===== config.mk =====
export PLATFORM = sky130hd
export DESIGN_NAME = ecc_mem_rmw
export DESIGN_NICKNAME = d
export VERILOG_FILES = /design/src/rtl/ecc_mem_pkg.sv /design/src/rtl/ecc_sram_array.sv /design/src/rtl/ecc_evt_counter.sv /design/src/rtl/ecc_rmw_ctrl.sv /design/src/rtl/ecc_mem_rmw.sv
export SDC_FILE = /design/constraint.sdc
export NUM_CORES = 1
export LEC_CHECK = 0
export BUFFER_PORTS_ARGS = -buffer_cell sky130_fd_sc_hd__buf_2
export CAP_MARGIN = 30
export CELL_PAD_IN_SITES_DETAIL_PLACEMENT = 1
export CELL_PAD_IN_SITES_GLOBAL_PLACEMENT = 2
export CORE_MARGIN = 2
export CORE_UTILIZATION = 30
export DETAILED_ROUTE_END_ITERATION = 12
export GPL_ROUTABILITY_DRIVEN = 0
export PLACE_DENSITY = 0.66
export SLEW_MARGIN = 15
export SYNTH_ARGS = -nofsm -noshare
export SYNTH_HDL_FRONTEND = slang
export SYNTH_HIERARCHICAL = 1
export SYNTH_SLANG_ARGS = --single-unit

===== constraint.sdc =====
create_clock -name clk -period 8.8 [get_ports clk]
set_input_delay 0.88 -clock clk [delete_from_list [all_inputs] [get_ports clk]]
set_output_delay 0.88 -clock clk [all_outputs]
set_load 0.03 [all_outputs]

===== src/rtl/ecc_mem_pkg.sv =====
package ecc_mem_pkg;

  localparam int DATA_W  = 32;
  localparam int PAR_W   = 6;
  localparam int CW_W    = DATA_W + PAR_W + 1;
  localparam int BYTES   = DATA_W / 8;

  typedef enum logic [1:0] {
    ST_IDLE,
    ST_CHECK,
    ST_REREAD,
    ST_RECHK
  } ctrl_st_e;

  typedef struct packed {
    logic [DATA_W-1:0] data;
    logic              single;
    logic              double;
  } dec_res_t;

  // Hamming positions 1..CW_W-1, check bits at powers of two, bit 0 = overall parity
  function automatic logic [CW_W-1:0] ecc_encode(logic [DATA_W-1:0] d);
    logic [CW_W-1:0] cw;
    logic            x;
    int              k;
    cw = '0;
    k  = 0;
    for (int p = 1; p < CW_W; p++) begin
      if ((p & (p - 1)) != 0) begin
        cw[p] = d[k];
        k++;
      end
    end
    for (int i = 0; i < PAR_W; i++) begin
      x = 1'b0;
      for (int p = 1; p < CW_W; p++) begin
        if (p[i]) x = x ^ cw[p];
      end
      cw[1 << i] = x;
    end
    cw[0] = ^cw[CW_W-1:1];
    return cw;
  endfunction

  function automatic dec_res_t ecc_decode(logic [CW_W-1:0] cw);
    dec_res_t         r;
    logic [CW_W-1:0]  fix;
    logic [PAR_W-1:0] syn;
    logic             ov;
    int               k;
    syn = '0;
    for (int p = 1; p < CW_W; p++) begin
      if (cw[p]) syn = syn ^ PAR_W'(p);
    end
    ov       = ^cw;
    fix      = cw;
    r.single = 1'b0;
    r.double = 1'b0;
    if (ov) begin
      if (int'(syn) < CW_W) begin
        fix[syn] = ~fix[syn];
        r.single = 1'b1;
      end else begin
        r.double = 1'b1;
      end
    end else if (syn != '0) begin
      r.double = 1'b1;
    end
    k = 0;
    r.data = '0;
    for (int p = 1; p < CW_W; p++) begin
      if ((p & (p - 1)) != 0) begin
        r.data[k] = fix[p];
        k++;
      end
    end
    return r;
  endfunction

endpackage


===== src/rtl/ecc_sram_array.sv =====
module ecc_sram_array #(
  parameter int ADDR_W = 4,
  parameter int WIDTH  = 39
) (
  input  logic              clk,
  input  logic              en,
  input  logic              we,
  input  logic [ADDR_W-1:0] addr,
  input  logic [WIDTH-1:0]  wdata,
  output logic [WIDTH-1:0]  rdata
);

  localparam int DEPTH = 1 << ADDR_W;

  logic [WIDTH-1:0] mem [DEPTH];

  always_ff @(posedge clk) begin
    if (en) begin
      if (we) mem[addr] <= wdata;
      else    rdata     <= mem[addr];
    end
  end

endmodule


===== src/rtl/ecc_evt_counter.sv =====
module ecc_evt_counter #(
  parameter int W = 8
) (
  input  logic         clk,
  input  logic         rst_n,
  input  logic         clr,
  input  logic         inc,
  output logic [W-1:0] count
);

  localparam logic [W-1:0] CNT_MAX = '1;

  logic [W-1:0] count_n;

  always_comb begin
    count_n = count;
    if (clr)                         count_n = '0;
    else if (inc && count != CNT_MAX) count_n = count + W'(1);
  end

  always_ff @(posedge clk or negedge rst_n) begin
    if (!rst_n) count <= '0;
    else        count <= count_n;
  end

endmodule


===== src/rtl/ecc_rmw_ctrl.sv =====
module ecc_rmw_ctrl
  import ecc_mem_pkg::*;
#(
  parameter int ADDR_W = 4
) (
  input  logic              clk,
  input  logic              rst_n,
  input  logic              req_valid,
  output logic              req_ready,
  input  logic              req_we,
  input  logic [BYTES-1:0]  req_be,
  input  logic [ADDR_W-1:0] req_addr,
  input  logic [DATA_W-1:0] req_wdata,
  input  logic [CW_W-1:0]   req_inject,
  output logic              mem_en,
  output logic              mem_we,
  output logic [ADDR_W-1:0] mem_addr,
  output logic [CW_W-1:0]   mem_wdata,
  input  logic [CW_W-1:0]   mem_rdata,
  output logic              rsp_valid,
  output logic [DATA_W-1:0] rsp_rdata,
  output logic              rsp_corr,
  output logic              rsp_uncorr,
  output logic              evt_corr,
  output logic              evt_uncorr
);

  ctrl_st_e          state, state_n;
  logic              lat_ld;
  logic [ADDR_W-1:0] lat_addr;
  logic              lat_we;
  logic [BYTES-1:0]  lat_be;
  logic [DATA_W-1:0] lat_wdata;
  logic [CW_W-1:0]   lat_inj;

  logic              rv_n, rc_n, ru_n;
  logic [DATA_W-1:0] rd_n;

  dec_res_t          dec;
  logic [DATA_W-1:0] merged;

  always_comb begin
    dec = ecc_decode(mem_rdata);
    for (int b = 0; b < BYTES; b++) begin
      merged[8*b +: 8] = lat_be[b] ? lat_wdata[8*b +: 8] : dec.data[8*b +: 8];
    end
  end

  always_comb begin
    state_n    = state;
    lat_ld     = 1'b0;
    req_ready  = (state == ST_IDLE);
    mem_en     = 1'b0;
    mem_we     = 1'b0;
    mem_addr   = lat_addr;
    mem_wdata  = ecc_encode(merged) ^ lat_inj;
    rv_n       = 1'b0;
    rd_n       = '0;
    rc_n       = 1'b0;
    ru_n       = 1'b0;
    evt_corr   = 1'b0;
    evt_uncorr = 1'b0;
    unique case (state)
      ST_IDLE: begin
        if (req_valid) begin
          lat_ld   = 1'b1;
          mem_en   = 1'b1;
          mem_addr = req_addr;
          if (req_we && (&req_be)) begin
            mem_we    = 1'b1;
            mem_wdata = ecc_encode(req_wdata) ^ req_inject;
            rv_n      = 1'b1;
          end else begin
            state_n = ST_CHECK;
          end
        end
      end
      ST_CHECK: begin
        if (dec.double) begin
          rv_n       = 1'b1;
          ru_n       = 1'b1;
          rd_n       = lat_we ? '0 : dec.data;
          evt_uncorr = 1'b1;
          state_n    = ST_IDLE;
        end else if (lat_we) begin
          mem_en   = 1'b1;
          mem_we   = 1'b1;
          rv_n     = 1'b1;
          rc_n     = dec.single;
          evt_corr = dec.single;
          state_n  = ST_IDLE;
        end else if (dec.single) begin
          mem_en    = 1'b1;
          mem_we    = 1'b1;
          mem_wdata = ecc_encode(dec.data);
          evt_corr  = 1'b1;
          state_n   = ST_REREAD;
        end else begin
          rv_n    = 1'b1;
          rd_n    = dec.data;
          state_n = ST_IDLE;
        end
      end
      ST_REREAD: begin
        mem_en  = 1'b1;
        state_n = ST_RECHK;
      end
      ST_RECHK: begin
        rv_n    = 1'b1;
        rd_n    = dec.data;
        rc_n    = 1'b1;
        ru_n    = dec.double;
        state_n = ST_IDLE;
      end
      default: state_n = ST_IDLE;
    endcase
  end

  always_ff @(posedge clk or negedge rst_n) begin
    if (!rst_n) begin
      state      <= ST_IDLE;
      rsp_valid  <= 1'b0;
      rsp_rdata  <= '0;
      rsp_corr   <= 1'b0;
      rsp_uncorr <= 1'b0;
    end else begin
      state      <= state_n;
      rsp_valid  <= rv_n;
      rsp_rdata  <= rd_n;
      rsp_corr   <= rc_n;
      rsp_uncorr <= ru_n;
    end
  end

  always_ff @(posedge clk or negedge rst_n) begin
    if (!rst_n) begin
      lat_addr  <= '0;
      lat_we    <= 1'b0;
      lat_be    <= '0;
      lat_wdata <= '0;
      lat_inj   <= '0;
    end else if (lat_ld) begin
      lat_addr  <= req_addr;
      lat_we    <= req_we;
      lat_be    <= req_be;
      lat_wdata <= req_wdata;
      lat_inj   <= req_inject;
    end
  end

endmodule


===== src/rtl/ecc_mem_rmw.sv =====
module ecc_mem_rmw
  import ecc_mem_pkg::*;
#(
  parameter int ADDR_W = 4,
  parameter int CNT_W  = 8
) (
  input  logic              clk,
  input  logic              rst_n,
  input  logic              req_valid,
  output logic              req_ready,
  input  logic              req_we,
  input  logic [BYTES-1:0]  req_be,
  input  logic [ADDR_W-1:0] req_addr,
  input  logic [DATA_W-1:0] req_wdata,
  input  logic [CW_W-1:0]   req_inject,
  output logic              rsp_valid,
  output logic [DATA_W-1:0] rsp_rdata,
  output logic              rsp_corr,
  output logic              rsp_uncorr,
  input  logic              cnt_clr,
  output logic [CNT_W-1:0]  cnt_corr,
  output logic [CNT_W-1:0]  cnt_uncorr
);

  logic              mem_en, mem_we;
  logic [ADDR_W-1:0] mem_addr;
  logic [CW_W-1:0]   mem_wdata, mem_rdata;
  logic [1:0]        evt;

  ecc_rmw_ctrl #(.ADDR_W(ADDR_W)) u_ctrl (
    .clk        (clk),
    .rst_n      (rst_n),
    .req_valid  (req_valid),
    .req_ready  (req_ready),
    .req_we     (req_we),
    .req_be     (req_be),
    .req_addr   (req_addr),
    .req_wdata  (req_wdata),
    .req_inject (req_inject),
    .mem_en     (mem_en),
    .mem_we     (mem_we),
    .mem_addr   (mem_addr),
    .mem_wdata  (mem_wdata),
    .mem_rdata  (mem_rdata),
    .rsp_valid  (rsp_valid),
    .rsp_rdata  (rsp_rdata),
    .rsp_corr   (rsp_corr),
    .rsp_uncorr (rsp_uncorr),
    .evt_corr   (evt[0]),
    .evt_uncorr (evt[1])
  );

  ecc_sram_array #(.ADDR_W(ADDR_W), .WIDTH(CW_W)) u_array (
    .clk   (clk),
    .en    (mem_en),
    .we    (mem_we),
    .addr  (mem_addr),
    .wdata (mem_wdata),
    .rdata (mem_rdata)
  );

  logic [CNT_W-1:0] cnt_q [2];

  for (genvar g = 0; g < 2; g++) begin : g_cnt
    ecc_evt_counter #(.W(CNT_W)) u_cnt (
      .clk   (clk),
      .rst_n (rst_n),
      .clr   (cnt_clr),
      .inc   (evt[g]),
      .count (cnt_q[g])
    );
  end

  assign cnt_corr   = cnt_q[0];
  assign cnt_uncorr = cnt_q[1];

endmodule


# == Word-level counts from Yosys, hierarchy flattened ==
# Memory sizes are Yosys's and may differ from the RTL's. A register that Yosys moved wholly into a read port is not among the register bits.
# Index checks and enable logic that the tools add are counted.
# classes
n_addsub,62
magnitude_cmp,65
n_bitwise,303
n_reduce_logical,15
muxes,1359
n_eq_ne,7
# op_table
cell,n
32-bit two-way mux,221
"32-bit by 7-bit less-than comparator with 1-bit output, second input constant",62
"32-bit by 2-bit adder with 32-bit output, second input constant",60
1-bit two-way mux,1006
1-bit binary-select mux with 5-bit select,62
39-bit two-way mux,7
1-bit XOR,262
38-bit XOR reduction,3
5-bit two-way mux,16
39-bit case mux with 2 select lines,1
39-bit XOR,2
8-bit two-way mux,8
32-bit case mux with 2 select lines,1
6-bit two-way mux,7
4-bit two-way mux,10
39-bit bitwise mux,1
3-bit NOT,13
39-bit XOR reduction,1
2-bit NOT,13
4-bit NOT,5
"8-bit by 1-bit adder with 8-bit output, second input constant",2
"8-bit != test, second input constant",2
2-bit two-way mux,7
3-bit two-way mux,4
other kinds (20),35
# totals
reg_bits,133
mem_bits_rw,624
output_inout_bits,52
in_bits,84
n_memories,1
# memory_table
memory,depth,width,rd,rd_clocked_by_memory_dff,write_ports,line,text
u_array.mem,16,39,1,1,1,ecc_sram_array.sv:15,logic [WIDTH-1:0] mem [DEPTH];

# == Depth between registers and ports, before layout ==
# Gate-level depths: netlist of run 1.
# logic_depth
depth_word,244
mapped_depth,18
mapped_depth_nobuf,14

# == Cells and area by module ==
# Netlist of run 1, hierarchy kept.
# by_module_without_submodules
mod,area_per_inst_um2,seq_area_each_um2,cells_per_inst,instances
ecc_sram_array,24607.4,19909.1,1019,1
ecc_rmw_ctrl,10268.6,2927.8,1176,1
ecc_evt_counter,464.2,200.2,49,2

# == Least setup slack after synthesis of run 1 ==
# Ideal clock, no wire load.
# synth_path
path_type,register to register
start,reg u_array.rdata[22] (read register of u_array.mem)
end,mem u_array.mem[0][0] (enable)
path_stages_with_launch,16
arrival_time_ns,5.853
required_ns,8.316
slack_ns,2.463
setup_time_ns,0.484
cell_sequence,edfxtp_1 > xor2_1 > xnor2_1 > xnor2_1 > or3_1 > a211oi_4 > and2_1 > buf_2 > a21o_1 > nor2_1 > nor2_1 > nand2_1 > o21ai_0 > nand2_1 > or3_1 > nor3_1
# synth_via
word_cells_on_any_way,47
cone_classes,1 x order compare; 30 x mux; 14 x bitwise; 2 x reduce/logical
# synth_lines
item,line,text
start: declaration,ecc_sram_array.sv:10,output logic [WIDTH-1:0] rdata
5-bit two-way mux,ecc_mem_pkg.sv:53,if (cw[p]) syn = syn ^ PAR_W'(p);
4-bit NOT (no line),-,
5-bit two-way mux,ecc_mem_pkg.sv:53,
2-bit NOT (no line),-,
5-bit two-way mux,ecc_mem_pkg.sv:53,
3-bit NOT (no line),-,
5-bit two-way mux,ecc_mem_pkg.sv:53,
3-bit NOT (no line),-,
(+20 left out),-,
1-bit two-way mux,ecc_mem_pkg.sv:59,if (ov) begin
1-bit two-way mux,ecc_rmw_ctrl.sv:92,end else if (dec.single) begin
1-bit two-way mux,ecc_rmw_ctrl.sv:85,end else if (lat_we) begin
1-bit two-way mux *,ecc_rmw_ctrl.sv:79,if (dec.double) begin
1-bit case mux with 3 select lines *,ecc_rmw_ctrl.sv:63,unique case (state)
via mem_en,ecc_mem_rmw.sv:25,"logic mem_en, mem_we;"
1-bit two-way mux *,ecc_sram_array.sv:18,if (en) begin
1-bit two-way mux (implied by the code) *,ecc_sram_array.sv:19,if (we) mem[addr] <= wdata;
end: declaration,ecc_sram_array.sv:15,
# Mark *: on every way through the listed nets, which the timed path passes. The rest lies on a longest branch.

# == Worst setup path in the final report of run 1 ==
# layout_path
start,reg u_array.rdata[7] (read register of u_array.mem)
end,"mem u_array.mem[12][0], data pin"
# layout_via
elab_chain_cells,156
word_cells_on_any_way,841
cone_classes,3 x order compare; 631 x mux; 202 x bitwise; 5 x reduce/logical
# layout_lines
item,line,text
3-bit two-way mux,ecc_mem_pkg.sv:53,
4-bit two-way mux,ecc_mem_pkg.sv:53,
2-bit NOT (no line) or 4-bit two-way mux (tied branches),-,
4-bit two-way mux or 2-bit NOT (tied branches),-,
4-bit two-way mux,ecc_mem_pkg.sv:53,
3-bit NOT (no line) or 2-bit NOT (tied branches),-,
4-bit two-way mux,ecc_mem_pkg.sv:53,
4-bit two-way mux or 3-bit NOT (tied branches),-,
(+141 left out),-,
1-bit two-way mux,ecc_rmw_ctrl.sv:79,
1-bit two-way mux,ecc_rmw_ctrl.sv:63,
38-bit XOR reduction,ecc_mem_pkg.sv:41,cw[0] = ^cw[CW_W-1:1];
39-bit two-way mux,ecc_rmw_ctrl.sv:92,
39-bit two-way mux,ecc_rmw_ctrl.sv:85,
39-bit two-way mux,ecc_rmw_ctrl.sv:79,
39-bit case mux with 2 select lines *,ecc_rmw_ctrl.sv:63,
via mem_wdata[0],ecc_mem_rmw.sv:27,"logic [CW_W-1:0] mem_wdata, mem_rdata;"
# Mark *: on every way through the listed nets, which the timed path passes. The rest lies on a longest branch. The select of a mux whose other input is x is not followed.

==> results of run 1 <==
synth_stat cells, types with 16 or more instances:
cell	n	area [um^2]
sky130_fd_sc_hd__edfxtp_1	663	19900
sky130_fd_sc_hd__nand2_1	356	1340
sky130_fd_sc_hd__xnor2_1	200	1750
sky130_fd_sc_hd__mux4_2	156	3510
sky130_fd_sc_hd__dfrtp_1	133	3330
sky130_fd_sc_hd__a22oi_1	84	631
sky130_fd_sc_hd__xor2_1	83	727
sky130_fd_sc_hd__nor2_1	80	300
sky130_fd_sc_hd__clkbuf_1	59	221
sky130_fd_sc_hd__o21ai_0	35	175
sky130_fd_sc_hd__a21oi_1	34	170
sky130_fd_sc_hd__buf_2	32	160
sky130_fd_sc_hd__o221ai_1	31	272
sky130_fd_sc_hd__xnor3_1	23	518
sky130_fd_sc_hd__inv_1	21	78.8
sky130_fd_sc_hd__nor3_1	21	105
sky130_fd_sc_hd__mux2i_1	19	190
sky130_fd_sc_hd__nor2b_1	16	100
area by class of cell:
type | count | area share [%]
Sequential cell | 796 | 56.0
Multi-Input combinational cell | 1353 | 29.1
Clock buffer | 103 | 5.34
Tap cell | 1536 | 4.63
Timing Repair Buffer | 222 | 3.35
Clock inverter | 52 | 1.37
Inverter | 22 | 0.199
Antenna cell | 3 | 0.0181
layer usage:
metal / share of wire, % / GRT usage, % / vias up
met2: 49 / 31.4 / 700
li1: - / - / 9061
met4: 3.0 / 5.96 / 0
met1: 43 / 24.5 / 11300
met5: 0 / 0 / -
met3: 5.3 / 2.53 / 158
worst max-delay path: cells and delay by family (launching register included):
kind	cells	cell delay, ps
and+or+nand+nor	3	1530
xor gates and xnor gates	8	2990
DFF	1	530
AOI/OAI and AO/OA	3	1320
cell families after synthesis:
kind of cell             after synthesis
flip-flops                           796
AND/OR/NAND/NOR                      553
XOR/XNOR                             326
AO/OA/AOI/OAI                        282
multiplexers                         190
buffers and inverters                144
adder cells (fa/ha/maj)                2
stage by stage:
step,cell area (um^2),setup WS [ps],utilization (%)
global placement,38500,1880,32.6
global route,41500,1800,35.1
CTS,41400,2120,35.0
finish,41500,2080,35.1
detailed placement,38600,2170,32.7
floorplan,35800,2460,-
registers in the layout, summed over array words and instances, names as in the netlist, 4 cells and up, named ones only:
name	count
u_ctrl/rsp_rdata	32
u_array/mem	624
u_array/rdata	39
u_ctrl/lat_wdata	32
u_ctrl/lat_inj	39
u_ctrl/lat_addr	4
g_cnt.u_cnt/count	16
u_ctrl/lat_be	4
worst max-delay path by stage:
| stage | start | endpoint | slack [ps] | depth (start not counted) |
|---|---|---|---|---|
| 5_1_grt | u_array/rdata[7] | u_array/mem[12][0] | 1800 | 14 |
| 3_5_place_dp | u_array/rdata[7] | u_array/mem[6][0] | 2170 | 14 |
| 6_report | u_array/rdata[7] | u_array/mem[12][0] | 2080 | 14 |
| 4_1_cts | u_array/rdata[7] | u_array/mem[12][0] | 2120 | 14 |
| 3_3_place_gp | u_array/rdata[7] | u_array/mem[6][16] | 1880 | 14 |
| 2_1_floorplan | u_array/rdata[22] | u_array/mem[0][0] | 2460 | 15 |
==> impl_table.tex, run 1 <==
\begin{tabular}{lr}
\hline
Metric & Value \\
\hline
\multicolumn{2}{l}{\textbf{Yosys}} \\
\quad Netlist cell types & 92 \\
\quad Post-synthesis sequential element count & 796 \\
\quad Basic-gate share of the synthesized area counting and, or, nand and nor cells & 6.67\% \\
\quad Largest family of logic cells by synthesized area & multiplexers \\
\quad Average size of a mapped cell & 15.6 um\^{}2 \\
\quad Post-Syn Instances & 2293 \\
\quad Adder-cell area share of the yosys netlist & 0.0699\% \\
\quad Post-Syn Nets & 2379 \\
\quad Number of flops mapped to enable cells by yosys & 663 \\
\quad Ys flop type & sky130\_fd\_sc\_hd\_\_edfxtp\_1 \\
\quad Fraction of synthesized cell area in xor and xnor cells & 9.45\% \\
\quad Post-Synthesis Cell Area & 35800 um\^{}2 \\
\quad Sequential-to-total area share from yosys stat & 64.9\% \\
\quad Share of synthesized area spent on multiplexers & 10.9\% \\
\quad Compound-cell area share of the yosys netlist & 6.01\% \\
\quad Fraction of synthesis flops using an asynchronous set or reset pin & 16.7\% \\
\quad Number of warnings reported in the yosys synthesis log & 6 \\
\multicolumn{2}{l}{\textbf{Worst setup path}} \\
\quad Critical path launch point type & flop \\
\quad WS Path Type & reg2reg \\
\quad Worst R2R Setup Slack & 2080 ps \\
\quad Maximum single-stage delay on the critical path & 630 ps \\
\quad Setup crit end kind & flop \\
\quad Worst r2r src & u\_array/rdata[7] \\
\quad Depth of the most critical reg-to-reg path & 14 \\
\quad Endpoint required time on the critical path & 9100 ps \\
\quad Critical path's slowest cell & sky130\_fd\_sc\_hd\_\_nor3\_1 \\
\quad Critical Path, Cell by Cell & xor2\_1, xnor2\_1, xnor3\_2, xnor2\_4, and3\_1, a222oi\_1, and2\_1, nor3\_1, o22a\_1, xnor2\_1, xnor3\_1, xnor3\_1, xnor3\_1, o221ai\_2 \\
\quad Crit path arrival time & 7020 ps \\
\quad Most used cell, CP & sky130\_fd\_sc\_hd\_\_xnor3\_1 \\
\quad Critical path peak fanout & 17 \\
\quad Capture point of the worst reg-to-reg path & u\_array/mem[12][0] \\
\multicolumn{2}{l}{\textbf{Detailed routing}} \\
\quad Number of search-and-repair iterations in the first detailed-routing pass & 6 \\
\quad Violation count after the first detailed-routing iteration & 1678 \\
\quad Detail-routed net length per standard cell & 27.7 um \\
\quad Residual DRC & 0 \\
\quad Vias after detailed routing & 21200 \\
\quad Mean number of vias per cell & 5.18 \\
\quad Final wirelength & 113 mm \\
\quad Number of nets still failing antenna checks after routing & 0 \\
\multicolumn{2}{l}{\textbf{STA}} \\
\quad Slew Limit Headroom & 26.6\% \\
\quad Final Hold Violating Endpoints & 0 \\
\quad Clock tree skew after final layout & 71.4 ps \\
\quad Final critical-path share of the clock period & 76.4\% \\
\quad Setup-failing EPs final & 0 \\
\quad Slew at the pin closest to its max-slew limit & 1090 ps \\
\quad Max Transition Viols Final & 0 \\
\quad Worst Hold Slack & 199 ps \\
\quad Final critical delay including setup and external delays & 6720 ps \\
\quad Unrepaired setup endpoints after global routing & false \\
\quad Fmax achieved & 0.149 GHz \\
\quad Total negative slack & 0 ps \\
\multicolumn{2}{l}{\textbf{Floorplan}} \\
\quad Die area & 122000 um\^{}2 \\
\quad Top-Level Pins & 136 \\
\quad Row count & 126 \\
\quad Horizontal die dimension & 349 um \\
\quad Starting Density & 30.3\% \\
\quad Die Span Y & 349 um \\
\quad Core box area & 118000 um\^{}2 \\
\multicolumn{2}{l}{\textbf{Clock tree}} \\
\quad Clock-pin transition on the worst setup and hold timing paths & 60 ps \\
\quad CTS sink count & 796 \\
\quad TritonCTS clock tree & yes \\
\quad Level count of the clock H-tree & 3 \\
\quad Inserted Clock Buffers & 86 \\
\quad Clk Latency, worst-skew pair & 670 ps \\
\quad CTS max path bufs & 3 \\
\quad CTS resizes & 0 \\
\quad Master cell of the clock root buffer & sky130\_fd\_sc\_hd\_\_clkbuf\_16 \\
\quad Cts hold-fix bufs & 0 \\
\quad Post-CTS setup buffer count & 0 \\
\multicolumn{2}{l}{\textbf{GRT}} \\
\quad Global route overflow & 0 \\
\quad Via count of the first global-routing pass & 22500 \\
\quad GRT Overall Usage & 18.5\% \\
\quad Largest net degree at the start of global routing & 73 \\
\quad First-pass GRT wire length & 164 mm \\
\quad Initial antenna violation count & 2 \\
\multicolumn{2}{l}{\textbf{Final layout}} \\
\quad Final instance count without filler cells & 4087 \\
\quad Most common cell after layout, fill and taps aside & sky130\_fd\_sc\_hd\_\_edfxtp\_1 \\
\quad Area growth syn-to-layout & 15.9\% \\
\quad Area used by multi-input combinational logic & 12100 um\^{}2 \\
\quad Layout cells sized above 1 & 23.2\% \\
\quad Commonest cells after routing, fill and taps aside & sky130\_fd\_sc\_hd\_\_edfxtp\_1 (663), sky130\_fd\_sc\_hd\_\_nand2\_1 (353), sky130\_fd\_sc\_hd\_\_xnor2\_1 (198) \\
\quad Footprint of the flip-flops and latches & 23200 um\^{}2 \\
\quad Nets & 2567 \\
\quad Fill cell total of the finished layout & 12100 \\
\multicolumn{2}{l}{\textbf{Placed design}} \\
\quad Number of placed instances, taps included & 3926 \\
\quad Number of buffers added on ports & 135 \\
\quad Post-DP HPWL & 74.8 mm \\
\multicolumn{2}{l}{\textbf{Flow run}} \\
\quad \# Max-Cap Violations & 0 \\
\multicolumn{2}{l}{\textbf{Hold path}} \\
\quad Class of the tightest hold or removal check & in2async \\
\multicolumn{2}{l}{\textbf{Run status}} \\
\quad Result of the run & complete, no violations \\
\hline
\end{tabular}
Power of run 1 is left out: the tool's default activity adds up to more than one toggle a clock period on the data nets, which glitch-free logic cannot reach.
==> run 2, diff against run 1 <==
Clock period 8.8 ns to 6.82 ns, I/O delays scaled along.
==> run 2 against run 1 <==
Against the previous run:
- sequential cell count did not move
- core utilization rose by 0.45 points
- routed wire length rose by 1.5%
- clock skew fell by 43 ps
- critical path depth rose by 2
- die area did not move
- first-iteration DRC count rose by 9.5%
- final cell count rose by 0.93%
- worst setup slack got worse by 1600 ps
- non-clock buffer count rose by 39
==> impl_table.tex, run 2 (synthesis gave the netlist of run 1 again) <==
\begin{tabular}{lr}
\hline
Metric & Value \\
\hline
\multicolumn{2}{l}{\textbf{Run status}} \\
\quad Result of the run & complete, no violations \\
\multicolumn{2}{l}{\textbf{STA}} \\
\quad Max Transition Viols Final & 0 \\
\quad Fmax achieved & 0.157 GHz \\
\quad Final critical delay including setup and external delays & 6390 ps \\
\quad Slew at the pin closest to its max-slew limit & 1040 ps \\
\quad Slew Limit Headroom & 29.7\% \\
\quad Final critical-path share of the clock period & 93.7\% \\
\quad Clock tree skew after final layout & 28.9 ps \\
\quad Unrepaired setup endpoints after global routing & false \\
\quad Final Hold Violating Endpoints & 0 \\
\quad Total negative slack & 0 ps \\
\quad Setup-failing EPs final & 0 \\
\multicolumn{2}{l}{\textbf{Clock tree}} \\
\quad Master cell of the clock root buffer & sky130\_fd\_sc\_hd\_\_clkbuf\_16 \\
\quad CTS resizes & 0 \\
\quad Level count of the clock H-tree & 3 \\
\quad Clock-pin transition on the worst setup and hold timing paths & 60 ps \\
\quad CTS max path bufs & 3 \\
\quad Inserted Clock Buffers & 87 \\
\quad Clk Latency, worst-skew pair & 650 ps \\
\quad TritonCTS clock tree & yes \\
\quad Cts hold-fix bufs & 0 \\
\quad Post-CTS setup buffer count & 0 \\
\quad CTS sink count & 796 \\
\multicolumn{2}{l}{\textbf{Final layout}} \\
\quad Most common cell after layout, fill and taps aside & sky130\_fd\_sc\_hd\_\_edfxtp\_1 \\
\quad Area growth syn-to-layout & 17.4\% \\
\quad Commonest cells after routing, fill and taps aside & sky130\_fd\_sc\_hd\_\_edfxtp\_1 (663), sky130\_fd\_sc\_hd\_\_nand2\_1 (353), sky130\_fd\_sc\_hd\_\_xnor2\_1 (198) \\
\quad Number of flip-flops under the largest register name & 624 \\
\quad Top flop regs & u\_array/mem: 624 flops, u\_array/rdata: 39 flops, u\_ctrl/lat\_inj: 39 flops \\
\quad Nets & 2607 \\
\quad Layout cells sized above 1 & 24.6\% \\
\quad Biggest register & u\_array/mem \\
\multicolumn{2}{l}{\textbf{GRT}} \\
\quad GRT Overall Usage & 18.8\% \\
\quad Initial antenna violation count & 0 \\
\quad Global route overflow & 0 \\
\quad Via count of the first global-routing pass & 23000 \\
\quad First-pass GRT wire length & 166 mm \\
\quad Largest net degree at the start of global routing & 73 \\
\multicolumn{2}{l}{\textbf{Floorplan}} \\
\quad Horizontal die dimension & 349 um \\
\quad Core box area & 118000 um\^{}2 \\
\quad Row count & 126 \\
\quad Die Span Y & 349 um \\
\quad Top-Level Pins & 136 \\
\quad Starting Density & 30.3\% \\
\quad Die area & 122000 um\^{}2 \\
\multicolumn{2}{l}{\textbf{Detailed routing}} \\
\quad Violation count after the first detailed-routing iteration & 1837 \\
\quad Detail-routed net length per standard cell & 27.9 um \\
\quad Final wirelength & 115 mm \\
\quad Vias after detailed routing & 21400 \\
\quad Mean number of vias per cell & 5.19 \\
\quad Residual DRC & 0 \\
\quad Number of search-and-repair iterations in the first detailed-routing pass & 5 \\
\quad Number of nets still failing antenna checks after routing & 0 \\
\multicolumn{2}{l}{\textbf{Worst setup path}} \\
\quad WS Path Type & reg2reg \\
\quad Worst R2R Setup Slack & 430 ps \\
\quad Endpoint required time on the critical path & 7210 ps \\
\quad Crit path arrival time & 6770 ps \\
\quad Critical path peak fanout & 16 \\
\quad Setup crit end kind & flop \\
\quad Critical path launch point type & flop \\
\multicolumn{2}{l}{\textbf{Placed design}} \\
\quad Number of buffers added on ports & 135 \\
\quad Post-DP HPWL & 77.7 mm \\
\multicolumn{2}{l}{\textbf{Flow run}} \\
\quad \# Max-Cap Violations & 0 \\
\multicolumn{2}{l}{\textbf{Hold path}} \\
\quad Class of the tightest hold or removal check & in2async \\
\hline
\end{tabular}
run 2: worst paths after layout:
check,cells past startpoint,from,endpoint
max,16,u_array/rdata[31],u_array/mem[7][1]
min,1,rst_n,u_ctrl/lat_addr[0]
min reg2reg,2,u_ctrl/lat_addr[3],u_ctrl/lat_addr[3]
max in group asynchronous,2,rst_n,u_ctrl/rsp_rdata[20]
max reg2reg,16,u_array/rdata[31],u_array/mem[7][1]
min in group clk,3,req_be[0],u_ctrl/lat_be[0]
run 2: critical path, stage by stage, from the launching register on:
cell and delay, ps:
sky130_fd_sc_hd__edfxtp_1 590, sky130_fd_sc_hd__xor2_2 260, sky130_fd_sc_hd__xnor2_2 260, sky130_fd_sc_hd__xnor3_1 480, sky130_fd_sc_hd__xnor2_2 540, sky130_fd_sc_hd__buf_4 280
sky130_fd_sc_hd__and3_1 430, sky130_fd_sc_hd__nand2_1 120, sky130_fd_sc_hd__xor2_1 790, sky130_fd_sc_hd__xnor3_1 410, sky130_fd_sc_hd__xnor3_1 230, sky130_fd_sc_hd__xnor2_1 360
sky130_fd_sc_hd__xor3_1 560, sky130_fd_sc_hd__xnor2_1 170, sky130_fd_sc_hd__a22oi_1 130, sky130_fd_sc_hd__o21ai_0 210, sky130_fd_sc_hd__buf_4 260
run 2: layer usage:
| metal | global-route usage [%] | vias up | share of wire (%) |
|---|---|---|---|
| met5 | 0 | - | 0 |
| met2 | 31.7 | 670 | 49 |
| met4 | 6.00 | 0 | 3.0 |
| li1 | - | 9143 | - |
| met3 | 2.70 | 166 | 4.9 |
| met1 | 24.9 | 11400 | 43 |
run 2: per-stage QoR:
| step | area (um^2) | util (%) | worst slack, ps | std cells | hold WS [ps] |
|---|---|---|---|---|---|
| 2_1_floorplan | 35800 | - | 483 | 2293 | 386 |
| 3_3_place_gp | 39200 | 33.2 | 559 | 3964 | 455 |
| 3_5_place_dp | 39300 | 33.2 | 518 | 3967 | 461 |
| 4_1_cts | 42000 | 35.5 | 474 | 4123 | 75.6 |
| 5_1_grt | 42000 | 35.5 | 235 | 4124 | 103 |
| 6_report | 42000 | 35.5 | 432 | 4125 | 71.1 |
run 2: cell type report:
cell class	instances	area [um^2]
tap	1536	1920
antenna	1	2.50
sequential	796	23200
fill	12100	76200
timing repair buffer	261	1980
multi-input combinational	1353	12000
clock inverter	48	465
clock buffer	108	2300
inverter	22	82.6
Power of run 2 is left out for the same reason.
